$ cat config.mk
export PLATFORM = sky130hd
export DESIGN_NAME = port_edge_capture
export DESIGN_NICKNAME = d
export VERILOG_FILES = /design/src/rtl/port_edge_capture_pkg.sv /design/src/rtl/port_edge_sync.sv /design/src/rtl/port_edge_cell.sv /design/src/rtl/port_edge_capture.sv
export SDC_FILE = /design/constraint.sdc
export NUM_CORES = 1
export LEC_CHECK = 0
export ABC_AREA = 0
export BUFFER_PORTS_ARGS = -buffer_cell sky130_fd_sc_hd__clkbuf_2
export CAP_MARGIN = 20
export CORE_MARGIN = 1.5
export CORE_UTILIZATION = 54
export CTS_CLUSTER_SIZE = 20
export DETAILED_ROUTE_END_ITERATION = 8
export GPL_ROUTABILITY_DRIVEN = 0
export HOLD_SLACK_MARGIN = 0.02
export PLACE_DENSITY = 0.81
export SLEW_MARGIN = 30
export SYNTH_ARGS = -nofsm -noshare
export SYNTH_HDL_FRONTEND = slang
export SYNTH_SLANG_ARGS = --single-unit
$ cat constraint.sdc
create_clock -name clk_i -period 1.6 [get_ports clk_i]
set_clock_uncertainty 0.15 [all_clocks]
set_input_delay 0.24 -clock clk_i [delete_from_list [all_inputs] [get_ports clk_i]]
set_output_delay 0.24 -clock clk_i [all_outputs]
set_load 0.005 [all_outputs]
$ cat src/rtl/port_edge_capture_pkg.sv
package port_edge_capture_pkg;

    // Per-pin capture state
    typedef struct packed {
        logic closed;   // latch closed, status reads 1
        logic hold;     // level kept while closed
        logic missed;   // change seen while closed or during a clear
    } cap_state_t;

    localparam cap_state_t CAP_RESET = '{closed: 1'b0, hold: 1'b0, missed: 1'b0};

endpackage

$ cat src/rtl/port_edge_sync.sv
module port_edge_sync #(
    parameter int WIDTH  = 8,
    parameter int STAGES = 2
) (
    input  logic             clk_i,
    input  logic             rst_ni,
    input  logic [WIDTH-1:0] async_i,
    output logic [WIDTH-1:0] sync_o
);

    logic [STAGES-1:0][WIDTH-1:0] stg_d, stg_q;

    always_comb begin
        stg_d[0] = async_i;
        for (int s = 1; s < STAGES; s++) begin
            stg_d[s] = stg_q[s-1];
        end
    end

    always_ff @(posedge clk_i or negedge rst_ni) begin
        if (!rst_ni) begin
            stg_q <= '0;
        end else begin
            stg_q <= stg_d;
        end
    end

    assign sync_o = stg_q[STAGES-1];

endmodule

$ cat src/rtl/port_edge_cell.sv
module port_edge_cell
    import port_edge_capture_pkg::*;
(
    input  logic clk_i,
    input  logic rst_ni,
    input  logic lvl_i,     // synchronized level
    input  logic chg_i,     // qualified change this cycle
    input  logic clr_i,     // clear-and-reopen command
    output logic stat_o,
    output logic level_o
);

    cap_state_t st_d, st_q;

    always_comb begin
        st_d = st_q;
        if (clr_i) begin
            // reopen; a change in this cycle is kept for the recapture
            st_d.closed = 1'b0;
            st_d.missed = st_q.missed | chg_i;
        end else if (!st_q.closed) begin
            if (chg_i || st_q.missed) begin
                st_d.closed = 1'b1;
                st_d.hold   = lvl_i;
                st_d.missed = 1'b0;
            end
        end else if (chg_i) begin
            st_d.missed = 1'b1;
        end
    end

    always_ff @(posedge clk_i or negedge rst_ni) begin
        if (!rst_ni) begin
            st_q <= CAP_RESET;
        end else begin
            st_q <= st_d;
        end
    end

    assign stat_o  = st_q.closed;
    assign level_o = st_q.closed ? st_q.hold : lvl_i;

endmodule

$ cat src/rtl/port_edge_capture.sv
module port_edge_capture #(
    parameter int NPINS       = 8,
    parameter int SYNC_STAGES = 2
) (
    input  logic             clk_i,
    input  logic             rst_ni,
    input  logic [NPINS-1:0] pin_i,
    input  logic             wr_en_i,
    input  logic [NPINS-1:0] wr_data_i,
    output logic [NPINS-1:0] stat_o,
    output logic [NPINS-1:0] level_o,
    output logic [NPINS-1:0] live_o
);

    // Changes are ignored until synchronizer and previous-level flop hold real pin data
    localparam int WARM = SYNC_STAGES + 1;
    localparam int CW   = $clog2(WARM + 1);

    typedef struct packed {
        logic [NPINS-1:0] prev;
        logic [CW-1:0]    warm;
    } top_state_t;

    logic [NPINS-1:0] sync_lvl;
    logic [NPINS-1:0] chg;
    logic             armed;
    top_state_t       s_d, s_q;

    port_edge_sync #(
        .WIDTH (NPINS),
        .STAGES(SYNC_STAGES)
    ) u_sync (
        .clk_i  (clk_i),
        .rst_ni (rst_ni),
        .async_i(pin_i),
        .sync_o (sync_lvl)
    );

    assign armed = (s_q.warm == CW'(WARM));

    always_comb begin
        s_d      = s_q;
        s_d.prev = sync_lvl;
        if (!armed) begin
            s_d.warm = s_q.warm + 1'b1;
        end
        chg = armed ? (sync_lvl ^ s_q.prev) : '0;
    end

    always_ff @(posedge clk_i or negedge rst_ni) begin
        if (!rst_ni) begin
            s_q <= '0;
        end else begin
            s_q <= s_d;
        end
    end

    for (genvar i = 0; i < NPINS; i++) begin : g_pin
        port_edge_cell u_cell (
            .clk_i  (clk_i),
            .rst_ni (rst_ni),
            .lvl_i  (sync_lvl[i]),
            .chg_i  (chg[i]),
            .clr_i  (wr_en_i & wr_data_i[i]),
            .stat_o (stat_o[i]),
            .level_o(level_o[i])
        );
    end

    assign live_o = sync_lvl;

endmodule

Word-level counts from Yosys, hierarchy flattened
Index checks and enable logic that the tools add are counted.
- word-level logic and storage cells: 160
- register bits after elaboration: 50
- input bits: 19
- output and inout bits: 24
- eq/ne operators: 9
- add/sub/neg operators: 1
- bitwise gates (word level): 33
- muxes and demuxes: 57
- reduce and logical (&&, ||, !) cells: 32
- operators with widths (operator ; count):
    $mux 1 ; 40
    $mux 3 ; 8
    $ne 3x2->1 const B ; 8
    $reduce_and 3->1 ; 8
    $reduce_bool 3->1 ; 8
    $mux 2 ; 8
    $not 1->1 ; 16
    $reduce_and 2->1 ; 8
    $and 1x1->1 ; 8
    $logic_or 1x1->1 ; 8
    $mux 8 ; 1
    $or 1x1->1 ; 8
    $xor 8x8->8 ; 1
    $add 2x1->2 const B ; 1
    $eq 2x2->1 const B ; 1

Depth between registers and ports, before layout
- word-level depth: 6
- mapped depth: 6
- gate-level depth less buffers: 4

By module
Synthesis repeated with hierarchy kept, for this count alone.
- cells, all modules: 142
- area total of the unflattened synthesis: 1930.6 um^2
- modules (own cells, without submodules) (module ; instances ; area an instance (um^2) ; sequential area each (um^2) ; cells an instance):
    port_edge_cell ; 8 ; 132.6 ; 75.1 ; 11
    port_edge_capture ; 1 ; 469.2 ; 250.2 ; 38
    port_edge_sync ; 1 ; 400.4 ; 400.4 ; 16

Worst setup path after synthesis
OpenSTA, ideal clock, no wires.
- kind: reg2reg
- start point: register s_q[0] in the netlist's numbering
- end point: register g_pin[2].u_cell.st_q[1] in the netlist's numbering
- slack: 0.196 ns
- setup time: 0.134 ns
- arrival time: 1.120 ns
- cell stages (with the launch flop): 6
- data required time: 1.316 ns
- clock period less this slack: 1.404 ns
- buffers on the path: 2
- cell sequence: dfrtp_1 ha_1 buf_4 buf_2 a32oi_1 o211ai_1
- longest elaborated chain between the ends: 4
- RTL lines (item ; RTL line ; RTL):
    start, declared ; port_edge_capture.sv:27 ; top_state_t s_d, s_q;
    start signal, assigned ; port_edge_capture.sv:52 ; s_q <= '0;
    start signal, assigned ; port_edge_capture.sv:54 ; s_q <= s_d;
    $eq 2x2->1 ; port_edge_capture.sv:39 ; assign armed = (s_q.warm == CW'(WARM));
    $mux 8 ; port_edge_capture.sv:47 ; chg = armed ? (sync_lvl ^ s_q.prev) : '0;
    $logic_or 1x1->1 ; port_edge_cell.sv:22 ; if (chg_i || st_q.missed) begin
    $reduce_and 3->1 (no source line) ; - ;
    end signal, assigned ; port_edge_cell.sv:36 ; st_q <= st_d;
    end, declared ; port_edge_cell.sv:13 ; cap_state_t st_d, st_q;
No other way between the ends.
A chain may end at the register's enable or synchronous reset.

Worst setup path after layout
- start point: register g_pin[7].u_cell.st_q, in the netlist g_pin[7].u_cell.stat_o
- end point: output port level_o[7]
- longest elaborated chain between the ends: 1
- RTL lines (item ; RTL line ; RTL):
    start, declared ; port_edge_cell.sv:13 ;
    start signal, assigned ; port_edge_cell.sv:36 ;
    $mux 1 ; port_edge_cell.sv:41 ; assign level_o = st_q.closed ? st_q.hold : lvl_i;
    end, declared ; port_edge_capture.sv:11 ; output logic [NPINS-1:0] level_o,
No other way between the ends.

==> impl_results.md <==
- Num CTS Buffers: 5
- H-tree depth: 2
- Final hold violation count: 0
- # rows: 23
- YS warnings: 0
- Diode count: 0
- P&R area growth vs syn: 19.4%
- Crit path DAT: around 1.2 ns
- Syn Area/Cell: 11.3 sq um
- Lkg Pwr: about 1.3 nW
- CP cell instances: mux2_4 -> clkbuf_2
- Clock Latency Late Sink: just under 0.3 ns
- Power share of the combinational group: 16.1%
- Setup WS pre-CTS: approximately 0.2 ns
- Setup CP Type: reg2out
- Clock-pin slew on the worst setup and hold paths: roughly 0.090 ns
- Vias/cell: about 5.2
- Number of global-route vias before repair: roughly 1400
- Gr ovfl total: 0
- Top achievable clock speed: roughly 640 MHz
- Iter 0 DRT Violations: 64
- PortBufs: 42
- Pre-antenna DRT Iters: 4
- Sw Ratio: 24.8%
- Outcome: complete, no violations
- DIE AREA: approximately 0.0046 sq mm
- Fin crit share: around 97%
- CP max FO: 5
- Placed inst area: around 0.0024 sq mm
- Fin crit period: ~1.6 ns
- Worst relative slew slack: around 80%
- Fin Hold WS: between 0.02 and 0.03 ns
- Clock power share: a little under a third
- Nets: between 200 and 300
- # setup viols final: 0
- Dpl cells: about 270
- First-pass GRT wire length: 6.33 mm
- Max-capacitance violation count: 0
- Worst Path Required: around 1.2 ns
- Max Transition Viols Final: 0
- Sum of negative setup slack: 0 ns
- Initial antenna violation count: 0
- Tightest Pin Transition: between 0.2 and 0.3 ns
- Core Region: 0.00400 sq mm
- Internal power: 2.09 mW
- Sw power: just under 0.7 mW
- DRC Markers: 0
- Crit-path max cell delay: between 0.4 and 0.5 ns
- DR vias: approximately 1500
- Non-Filler Instances: around 300
- Antenna-violating nets left: 0
- Cell family with most CP delay: flip-flops
- Syn Nets: 220
- DR WL/cell: between 10 and 15 um
- Chip height: just under 70 um
- Global routing's busiest layer: met2
- Root buffer cell: clkbuf_8
- CTS max path bufs: 2
- Distinct cells, synth: 22
- Global Route met3 Usage: under 10%
- CP max stage cell: dfrtp_1
- Worst setup SP type: flip-flop
- PD cells: around 1000 mW/mm^2
- Initial Util: roughly 56%
- GRT Util Overall: roughly a fifth
- Sequential share of the synthesized area: between 50% and 60%
- Hold WC Path Type: in2reg
- Mapped Cells: 200
- Yosys reg bits: 50
- Share of post-route cells with drive strength above 1: a little under a third
- Seq pwr share: a little over half
- Synth Cell Area: about 0.0023 sq mm
- CTS tree: yes
- Clk sinks: 50
- Final instance area: between 0.002 and 0.003 sq mm
- Met2 Usage GRT: between 30% and 40%
- Grt met1 use: a little under a quarter
- Chip width: about 68 um
- Final setup margin: between 0.04 and 0.05 ns
- Maximum vdd drop: 676 uV
- CP endpoint kind: output port
- Largest net degree at the start of global routing: between 50 and 60
- WL final: between 3 and 4 mm
- RSZ-0062 raised after global routing: false
- Worst path buffer plus inverter count: 1
- Top Ports: 43
- Placed wire-length estimate: between 2 and 3 mm
final cells by class:
type / instances / area, sq um
clock buffers: 7 / 76.3
clock inverters: 1 / 30.0
fillers: 301 / 1310
inverters: 16 / 60.1
multi-input cells: 105 / 743
flip-flops and latches: 50 / 1260
well taps: 50 / 62.6
repair buffers: 68 / 463
per-layer routing:
| metal | wire length, um | up-vias | share of wire, % |
|---|---|---|---|
| met3 | 147 | 7 | 3.8 |
| met5 | 0 | - | 0 |
| met4 | 50 | 0 | 1.3 |
| met2 | 1840 | 33 | 48 |
| li1 | - | 767 | - |
| met1 | 1800 | 730 | 47 |
kinds of logic after synthesis:
| family | Yosys count | share of synthesized area, % |
|---|---|---|
| buf+inv | 45 | 12.2 |
| compound gates | 62 | 18.7 |
| xor+xnor | 9 | 3.50 |
| simple gates | 24 | 5.05 |
| fa+ha+maj | 1 | 0.555 |
| mux | 9 | 4.50 |
| flops | 50 | 55.5 |
flip-flops by register name, indices dropped and copies added, names as in the netlist:
| signal | cells |
|---|---|
| g_pin.u_cell.st_q | 16 |
| s_q | 10 |
| g_pin.u_cell.stat_o | 8 |
| u_sync.stg_d | 8 |
| u_sync.sync_o | 8 |
power by group through the flow:
stage	logic, mW	clock network, mW	registers, mW
global placement	0.371	0	1.50
finish	0.448	0.853	1.48
detailed placement	0.385	0	1.51
floorplan	0.311	0	1.48
CTS	0.419	0.876	1.48
global route	0.507	0.928	1.50
cell usage after synthesis:
library cell  instances  share of area (%)
a21o_1                7                2.3
a21oi_1              12                2.7
a21oi_2               5                1.9
a22oi_1               8                2.7
a31oi_1               7                1.9
a32oi_1               7                2.7
and2_1                7                1.9
buf_2                 3               0.67
buf_4                25                8.3
buf_6                 1               0.50
dfrtp_1              50                 56
ha_1                  1               0.56
inv_1                16                2.7
mux2_2                9                4.5
nor2_1               15                2.5
nor2b_1               1               0.28
nor3b_1               1               0.33
o211ai_1              8                2.7
o21ai_0               2               0.44
o21ai_1               6                1.3
xnor2_1               1               0.39
xor2_1                8                3.1
worst paths after layout:
kind | from | end | slack (ns) | cells past startpoint
worst max-delay path | g_pin[7].u_cell.stat_o | level_o[7] | 0.05 | 2
worst min-delay path | wr_data_i[6] | g_pin[6].u_cell.stat_o | 0.03 | 2
worst max register to register | s_q[0] | g_pin[2].u_cell.st_q[1] | 0.14 | 5
worst min register to register | u_sync.stg_d[15] | u_sync.sync_o[7] | 0.20 | 0
max in group asynchronous | rst_ni | u_sync.sync_o[5] | 0.75 | 3
min in group asynchronous | rst_ni | g_pin[0].u_cell.stat_o | 0.31 | 3
stage by stage:
stage	utilization, %	total power [mW]
CTS	65.5	2.78
finish	67.3	2.78
floorplan	-	1.79
detailed placement	59.4	1.89
global route	67.3	2.93
global placement	59.4	1.87
cells in the final DEF, fill, tap and decap left out, types with 8 or more instances in the layout:
cell	instances
xor2_1	8
a21oi_1	12
dfrtp_1	46
clkbuf_2	42
o211ai_1	8
buf_4	11
inv_1	16
dlygate4sd3_1	13
nor2_1	15
a22oi_1	8
what timing repair did:
action / in CTS / in global routing
hold buffers: 13 / 0
setup buffers: 1 / 7
gates resized for setup: 2 / 6
endpoints found under the hold margin: 62 / 0
setup endpoints to repair: 3 / 7
No activity file was read; power rests on OpenSTA's default activity.
